--- config.mk ---
export PLATFORM = sky130hd
export DESIGN_NAME = buck_gate_seq
export DESIGN_NICKNAME = d
export VERILOG_FILES = /design/src/rtl/bgs_pkg.sv /design/src/rtl/bgs_pwm_filter.sv /design/src/rtl/bgs_sequencer.sv /design/src/rtl/bgs_thermal.sv /design/src/rtl/buck_gate_seq.sv
export SDC_FILE = /design/constraint.sdc
export NUM_CORES = 1
export LEC_CHECK = 0
export BUFFER_PORTS_ARGS = -buffer_cell sky130_fd_sc_hd__buf_2
export CAP_MARGIN = 20
export CORE_MARGIN = 3
export CORE_UTILIZATION = 49
export DETAILED_ROUTE_END_ITERATION = 6
export PLACE_DENSITY = 0.75
export SYNTH_ARGS = -nofsm -noshare
export SYNTH_HDL_FRONTEND = slang
export SYNTH_SLANG_ARGS = --single-unit
export TNS_END_PERCENT = 5
--- constraint.sdc ---
create_clock -name clk -period 1.55 [get_ports clk]
set_input_delay 0.0775 -clock clk [delete_from_list [all_inputs] [get_ports clk]]
set_output_delay 0.0775 -clock clk [all_outputs]
set_load 0.1 [all_outputs]
--- src/rtl/bgs_pkg.sv ---
package bgs_pkg;

    typedef enum logic [1:0] {
        CMD_MID  = 2'd0,
        CMD_HIGH = 2'd1,
        CMD_LOW  = 2'd2
    } pwm_cmd_t;

    typedef enum logic [1:0] {
        PH_OFF = 2'd0,
        PH_HS  = 2'd1,
        PH_LS  = 2'd2,
        PH_ZC  = 2'd3
    } phase_t;

    typedef struct packed {
        logic hs;
        logic ls;
    } gate_pair_t;

    // Comparator pair to command; the illegal code folds into mid-band
    function automatic pwm_cmd_t decode_pwm(input logic above, input logic below);
        unique case ({above, below})
            2'b10:   return CMD_HIGH;
            2'b01:   return CMD_LOW;
            default: return CMD_MID;
        endcase
    endfunction

    function automatic gate_pair_t phase_gates(input phase_t p);
        gate_pair_t g;
        g.hs = (p == PH_HS);
        g.ls = (p == PH_LS);
        return g;
    endfunction

endpackage

--- src/rtl/bgs_pwm_filter.sv ---
module bgs_pwm_filter
    import bgs_pkg::*;
#(
    parameter int HOLDOFF = 17
) (
    input  logic     clk,
    input  logic     rst,
    input  logic     pwm_above,
    input  logic     pwm_below,
    output pwm_cmd_t cmd
);
    localparam int HW = (HOLDOFF > 1) ? $clog2(HOLDOFF) : 1;
    localparam logic [HW-1:0] RUN_LAST = HW'(HOLDOFF - 1);

    pwm_cmd_t      raw;
    logic [HW-1:0] mid_run;

    assign raw = decode_pwm(pwm_above, pwm_below);

    // Mid-band must persist HOLDOFF samples before it is accepted
    always_ff @(posedge clk) begin
        if (rst) begin
            cmd     <= CMD_MID;
            mid_run <= '0;
        end else if (raw == CMD_MID) begin
            if (mid_run == RUN_LAST) begin
                cmd <= CMD_MID;
            end else begin
                mid_run <= mid_run + 1'b1;
            end
        end else begin
            cmd     <= raw;
            mid_run <= '0;
        end
    end

endmodule

--- src/rtl/bgs_sequencer.sv ---
module bgs_sequencer
    import bgs_pkg::*;
#(
    parameter int DT_TO_HS = 2,
    parameter int DT_TO_LS = 2
) (
    input  logic     clk,
    input  logic     rst,
    input  pwm_cmd_t cmd,
    input  logic     enable,
    input  logic     skip_n,
    input  logic     hs_fb_low,
    input  logic     ls_fb_low,
    input  logic     zero_cur,
    output logic     hs_en,
    output logic     ls_en
);
    localparam int DT_MAX = (DT_TO_HS > DT_TO_LS) ? DT_TO_HS : DT_TO_LS;
    localparam int DW     = $clog2(DT_MAX + 1);
    localparam logic [DW-1:0] HS_LAST = DW'(DT_TO_HS - 1);
    localparam logic [DW-1:0] LS_LAST = DW'(DT_TO_LS - 1);
    localparam logic [DW-1:0] CNT_TOP = DW'(DT_MAX);

    phase_t        ph, ph_nx;
    logic [DW-1:0] dwell, dwell_nx;
    logic          settled, dwell_ok, emulate;
    gate_pair_t    g_nx;

    assign emulate = ~skip_n;
    assign settled = hs_fb_low & ls_fb_low;

    always_comb begin
        if (cmd == CMD_HIGH) begin
            dwell_ok = (dwell >= HS_LAST);
        end else begin
            dwell_ok = (dwell >= LS_LAST);
        end
    end

    always_comb begin
        ph_nx = ph;
        unique case (ph)
            PH_OFF: begin
                if (cmd != CMD_MID && settled && dwell_ok) begin
                    if (cmd == CMD_HIGH) begin
                        ph_nx = PH_HS;
                    end else if (emulate && zero_cur) begin
                        ph_nx = PH_ZC;
                    end else begin
                        ph_nx = PH_LS;
                    end
                end
            end
            PH_HS: begin
                if (cmd != CMD_HIGH) ph_nx = PH_OFF;
            end
            PH_LS: begin
                if (cmd != CMD_LOW) begin
                    ph_nx = PH_OFF;
                end else if (emulate && zero_cur) begin
                    ph_nx = PH_ZC;
                end
            end
            PH_ZC: begin
                if (cmd != CMD_LOW) ph_nx = PH_OFF;
            end
        endcase
        if (!enable) ph_nx = PH_OFF;
    end

    always_comb begin
        if (enable && ph == PH_OFF && ph_nx == PH_OFF) begin
            dwell_nx = (dwell == CNT_TOP) ? dwell : dwell + 1'b1;
        end else begin
            dwell_nx = '0;
        end
    end

    assign g_nx = phase_gates(ph_nx);

    always_ff @(posedge clk) begin
        if (rst) begin
            ph    <= PH_OFF;
            dwell <= '0;
            hs_en <= 1'b0;
            ls_en <= 1'b0;
        end else begin
            ph    <= ph_nx;
            dwell <= dwell_nx;
            hs_en <= g_nx.hs;
            ls_en <= g_nx.ls;
        end
    end

endmodule

--- src/rtl/bgs_thermal.sv ---
module bgs_thermal #(
    parameter int TEMP_W     = 8,
    parameter int TEMP_TRIP  = 150,
    parameter int TEMP_CLEAR = 135
) (
    input  logic              clk,
    input  logic              rst,
    input  logic [TEMP_W-1:0] temp_code,
    output logic              hot_n
);
    localparam logic [TEMP_W-1:0] TRIP_Q  = TEMP_W'(TEMP_TRIP);
    localparam logic [TEMP_W-1:0] CLEAR_Q = TEMP_W'(TEMP_CLEAR);

    logic hot;

    always_ff @(posedge clk) begin
        if (rst) begin
            hot <= 1'b0;
        end else if (temp_code >= TRIP_Q) begin
            hot <= 1'b1;
        end else if (temp_code <= CLEAR_Q) begin
            hot <= 1'b0;
        end
    end

    assign hot_n = ~hot;

endmodule

--- src/rtl/buck_gate_seq.sv ---
module buck_gate_seq
    import bgs_pkg::*;
#(
    parameter int TEMP_W     = 8,
    parameter int TEMP_TRIP  = 150,
    parameter int TEMP_CLEAR = 135,
    parameter int HOLDOFF    = 17,
    parameter int DT_TO_HS   = 2,
    parameter int DT_TO_LS   = 2
) (
    input  logic              clk,
    input  logic              rst,
    input  logic              pwm_above,
    input  logic              pwm_below,
    input  logic              dis_n,
    input  logic              skip_n,
    input  logic              supply_ok,
    input  logic              hs_fb_low,
    input  logic              ls_fb_low,
    input  logic              zero_cur,
    input  logic [TEMP_W-1:0] temp_code,
    output logic              hs_en,
    output logic              ls_en,
    output logic              hot_n
);
    pwm_cmd_t cmd;
    logic     enable;

    assign enable = dis_n & supply_ok;

    bgs_pwm_filter #(.HOLDOFF(HOLDOFF)) u_filter (
        .clk       (clk),
        .rst       (rst),
        .pwm_above (pwm_above),
        .pwm_below (pwm_below),
        .cmd       (cmd)
    );

    bgs_sequencer #(.DT_TO_HS(DT_TO_HS), .DT_TO_LS(DT_TO_LS)) u_seq (
        .clk       (clk),
        .rst       (rst),
        .cmd       (cmd),
        .enable    (enable),
        .skip_n    (skip_n),
        .hs_fb_low (hs_fb_low),
        .ls_fb_low (ls_fb_low),
        .zero_cur  (zero_cur),
        .hs_en     (hs_en),
        .ls_en     (ls_en)
    );

    bgs_thermal #(.TEMP_W(TEMP_W), .TEMP_TRIP(TEMP_TRIP), .TEMP_CLEAR(TEMP_CLEAR)) u_therm (
        .clk       (clk),
        .rst       (rst),
        .temp_code (temp_code),
        .hot_n     (hot_n)
    );

endmodule

==> results by group <==
Run status
  – Status: complete, no violations

Yosys
  – Primary FF master, synth: dfxtp_1
  – Yosys top cell area share: 0.368
  – Post-synthesis cell count: 78
  – Count leader, synth: dfxtp_1
  – Syn_nets: 102
  – EDFF count, synth: 0
  – Post-Syn Area: 762 um2
  – Number of synthesis warnings: 0
  – Ys async rst share: 0
  – Area contributors post-synth: dfxtp_1, ha_1, inv_1
  – Area leader, netlist: dfxtp_1
  – Count of cell types in the netlist: 28
  – Sequential element share of the synthesized area: 0.368
  – Commonest cells in the netlist: dfxtp_1, inv_1, nor2_1
  – Syn Area/Cell: 9.77 um2
  – Seq cells post-synth: 14

Floorplan
  – FP Rows: 13
  – Die footprint: 2060 um2
  – I/O Pins: 21
  – Die Wd: 45.4 um
  – Initial Util: 0.551
  – Area of the core: 1380 um2
  – Chip height: 45.4 um

Placed design
  – PortBufs: 19
  – Dpl cells: 112
  – HPWL Detailed: 1.11 mm
  – Final GP Congestion: 0.763
  – Cell Area, Placed: 876 um2
  – Post-place setup slack: 0.0978 ns

Clock tree
  – CTS sink cnt: 14
  – Num CTS Buffers: 3
  – Post-CTS Setup Bufs: 0
  – Worst-path clk slew: 0.08 ns
  – TritonCTS clock tree: done
  – Worst skew pair latency: 0.28 ns
  – H-tree depth: 1
  – CTS max path bufs: 2
  – Clock Root Buffer: clkbuf_4

Critical path
  – Slowest CP cell: dfxtp_1
  – FF-to-FF End: u_seq.dwell[1]
  – Critical Path Sink: u_seq.dwell[1]
  – Worst R2R Setup Slack: 0.12 ns
  – Critical path arrival: 1.63 ns
  – CP endpoint kind: flop
  – CP cell instances: inv_1 -> ha_1 -> and3b_1 -> o2111a_1 -> nor4b_2
  – Critical path's largest stage delay: 0.32 ns
  – Reg2Reg Depth: 5
  – Crit path kind: reg2reg
  – Startpoint types: flop
  – Max FO, Critical Path: 5
  – WP data required: 1.75 ns
  – Crit path from: u_seq.dwell[0]
  – Reg-to-reg critical path startpoint: u_seq.dwell[0]

Final layout
  – Antenna diode count: 0
  – Post-layout util: 0.669
  – Final std cell area, no fill: 925 um2
  – Non-Filler Instances: 116
  – Fill cell count: 115
  – # nets final: 126
  – Share of layout cells above drive strength 1: 0.307
  – Area growth, synth to finish: 21.3%

Worst hold path
  – HP Class: in2reg
  – Worst Hold Path Cells: 3

Global routing
  – Initial antenna violation count: 0
  – Grt ovf: 0
  – Largest net degree at the start of global routing: 9
  – Vias in the first global route: 559
  – GR Util All Layers: 0.156
  – First-pass GRT wire length: 2.17 mm

STA
  – Max Clk Rate: 699 MHz
  – Minimum clock period: 1.43 ns
  – Final setup violation count: 0
  – RSZ-0062 raised after global routing: no
  – Hold Fails Final Rpt: 0
  – Slew @ Worst Pin: 0.488 ns
  – Hold WS: 0.0202 ns
  – Clk_skew: 0.00407 ns
  – Fin crit share: 0.923
  – Count of pins over their slew limit: 0
  – Worst slew margin: 0.677
  – Setup slack after layout: 0.119 ns
  – Setup TNS: 0 ns

Detailed routing
  – DRC Markers: 0
  – Wirelength, routed: 1.35 mm
  – Via count: 600
  – DRT antenna net count: 0
  – 1st-iter DRT viols: 6
  – Avg WL per Cell: 11.7 um
  – Detailed Routing Iterations Pass 1: 3
  – Vias per cell: 5.17

Flow run
  – Max Cap Viol: 0

Pwr
  – Max IR drop VDD: 0.503 mV
  – Total Power: 735 uW
  – Pwr dens: 795 nW/um2
  – Leak: 0.410 nW
-- per-layer routing --
layer | track usage | vias up | share of wire
met5 | 0 | - | 0
met4 | 0.123 | 0 | 0.033
met2 | 0.279 | 13 | 0.51
li1 | - | 314 | -
met3 | 0.0474 | 4 | 0.048
met1 | 0.141 | 269 | 0.40
-- critical path: cells and delay by family, from the launching register on --
kind,cells,cell delay [ns]
simple gates,2,0.48
flops,1,0.32
compound gates,1,0.32
fa+ha+maj,1,0.15
buf+inv,1,0.08
-- how the worst min path moves through the flow --
stage,from,endpoint,slack [ns]
finish,temp_code[7],u_therm.hot,0.02
CTS,temp_code[7],u_therm.hot,0.01
detailed placement,temp_code[7],u_therm.hot,0.32
floorplan,rst,u_filter.cmd[0],0.15
global route,temp_code[7],u_therm.hot,0.007
global placement,temp_code[7],u_therm.hot,0.32
-- repair_timing --
item / in CTS / in global routing
hold buffers: 0 / 0
resized for setup: 0 / 2
setup endpoints to repair: 0 / 5
-- where the power goes --
group / leakage (nW) / internal (mW) / switching (mW)
logic: 0.275 / 0.0453 / 0.0521
clock network: 0.0210 / 0.143 / 0.117
registers: 0.114 / 0.369 / 0.00891
total: 0.410 / 0.557 / 0.178
-- area by class of cell --
type,instances,area [um2],area share
timing repair buffer,19,95.1,0.103
tap,15,18.8,0.0203
multi-input combinational,53,453,0.490
clock buffer,4,36.3,0.0392
sequential,14,280,0.303
inverter,11,41.3,0.0447
-- flip-flops by register name (all words and copies together) (netlist names) --
name	count
u_seq.dwell	2
u_filter.mid_run	5
u_filter.cmd	2
u_therm.hot	1
u_seq.hs_en	1
u_seq.ls_en	1
u_seq.ph	2
-- cells in the final DEF, fill, tap and decap left out, drive strengths merged, types with 2 or more instances in the layout --
cell type	Yosys	layout
buf	0	19
dfxtp	14	14
inv	11	11
nor2	8	8
ha	6	6
nor3	5	5
mux2i	4	4
nand2b	4	4
clkbuf	0	4
xnor2	3	3
a21oi	3	3
nand3	2	2
xor2	2	2
o21ai	2	2
nand3b	2	2
o211a	2	2
-- cell families after synthesis --
| kind of cell | count (synthesis) | share of synthesized area |
|---|---|---|
| and+or+nand+nor | 27 | 0.241 |
| DFF | 14 | 0.368 |
| AOI/OAI and AO/OA | 11 | 0.128 |
| buffers and inverters | 11 | 0.0542 |
| adders and majority gates | 6 | 0.0985 |
| xor gates and xnor gates | 5 | 0.0575 |
| muxes | 4 | 0.0525 |
Note: power is estimated with default switching activity, not from simulation.
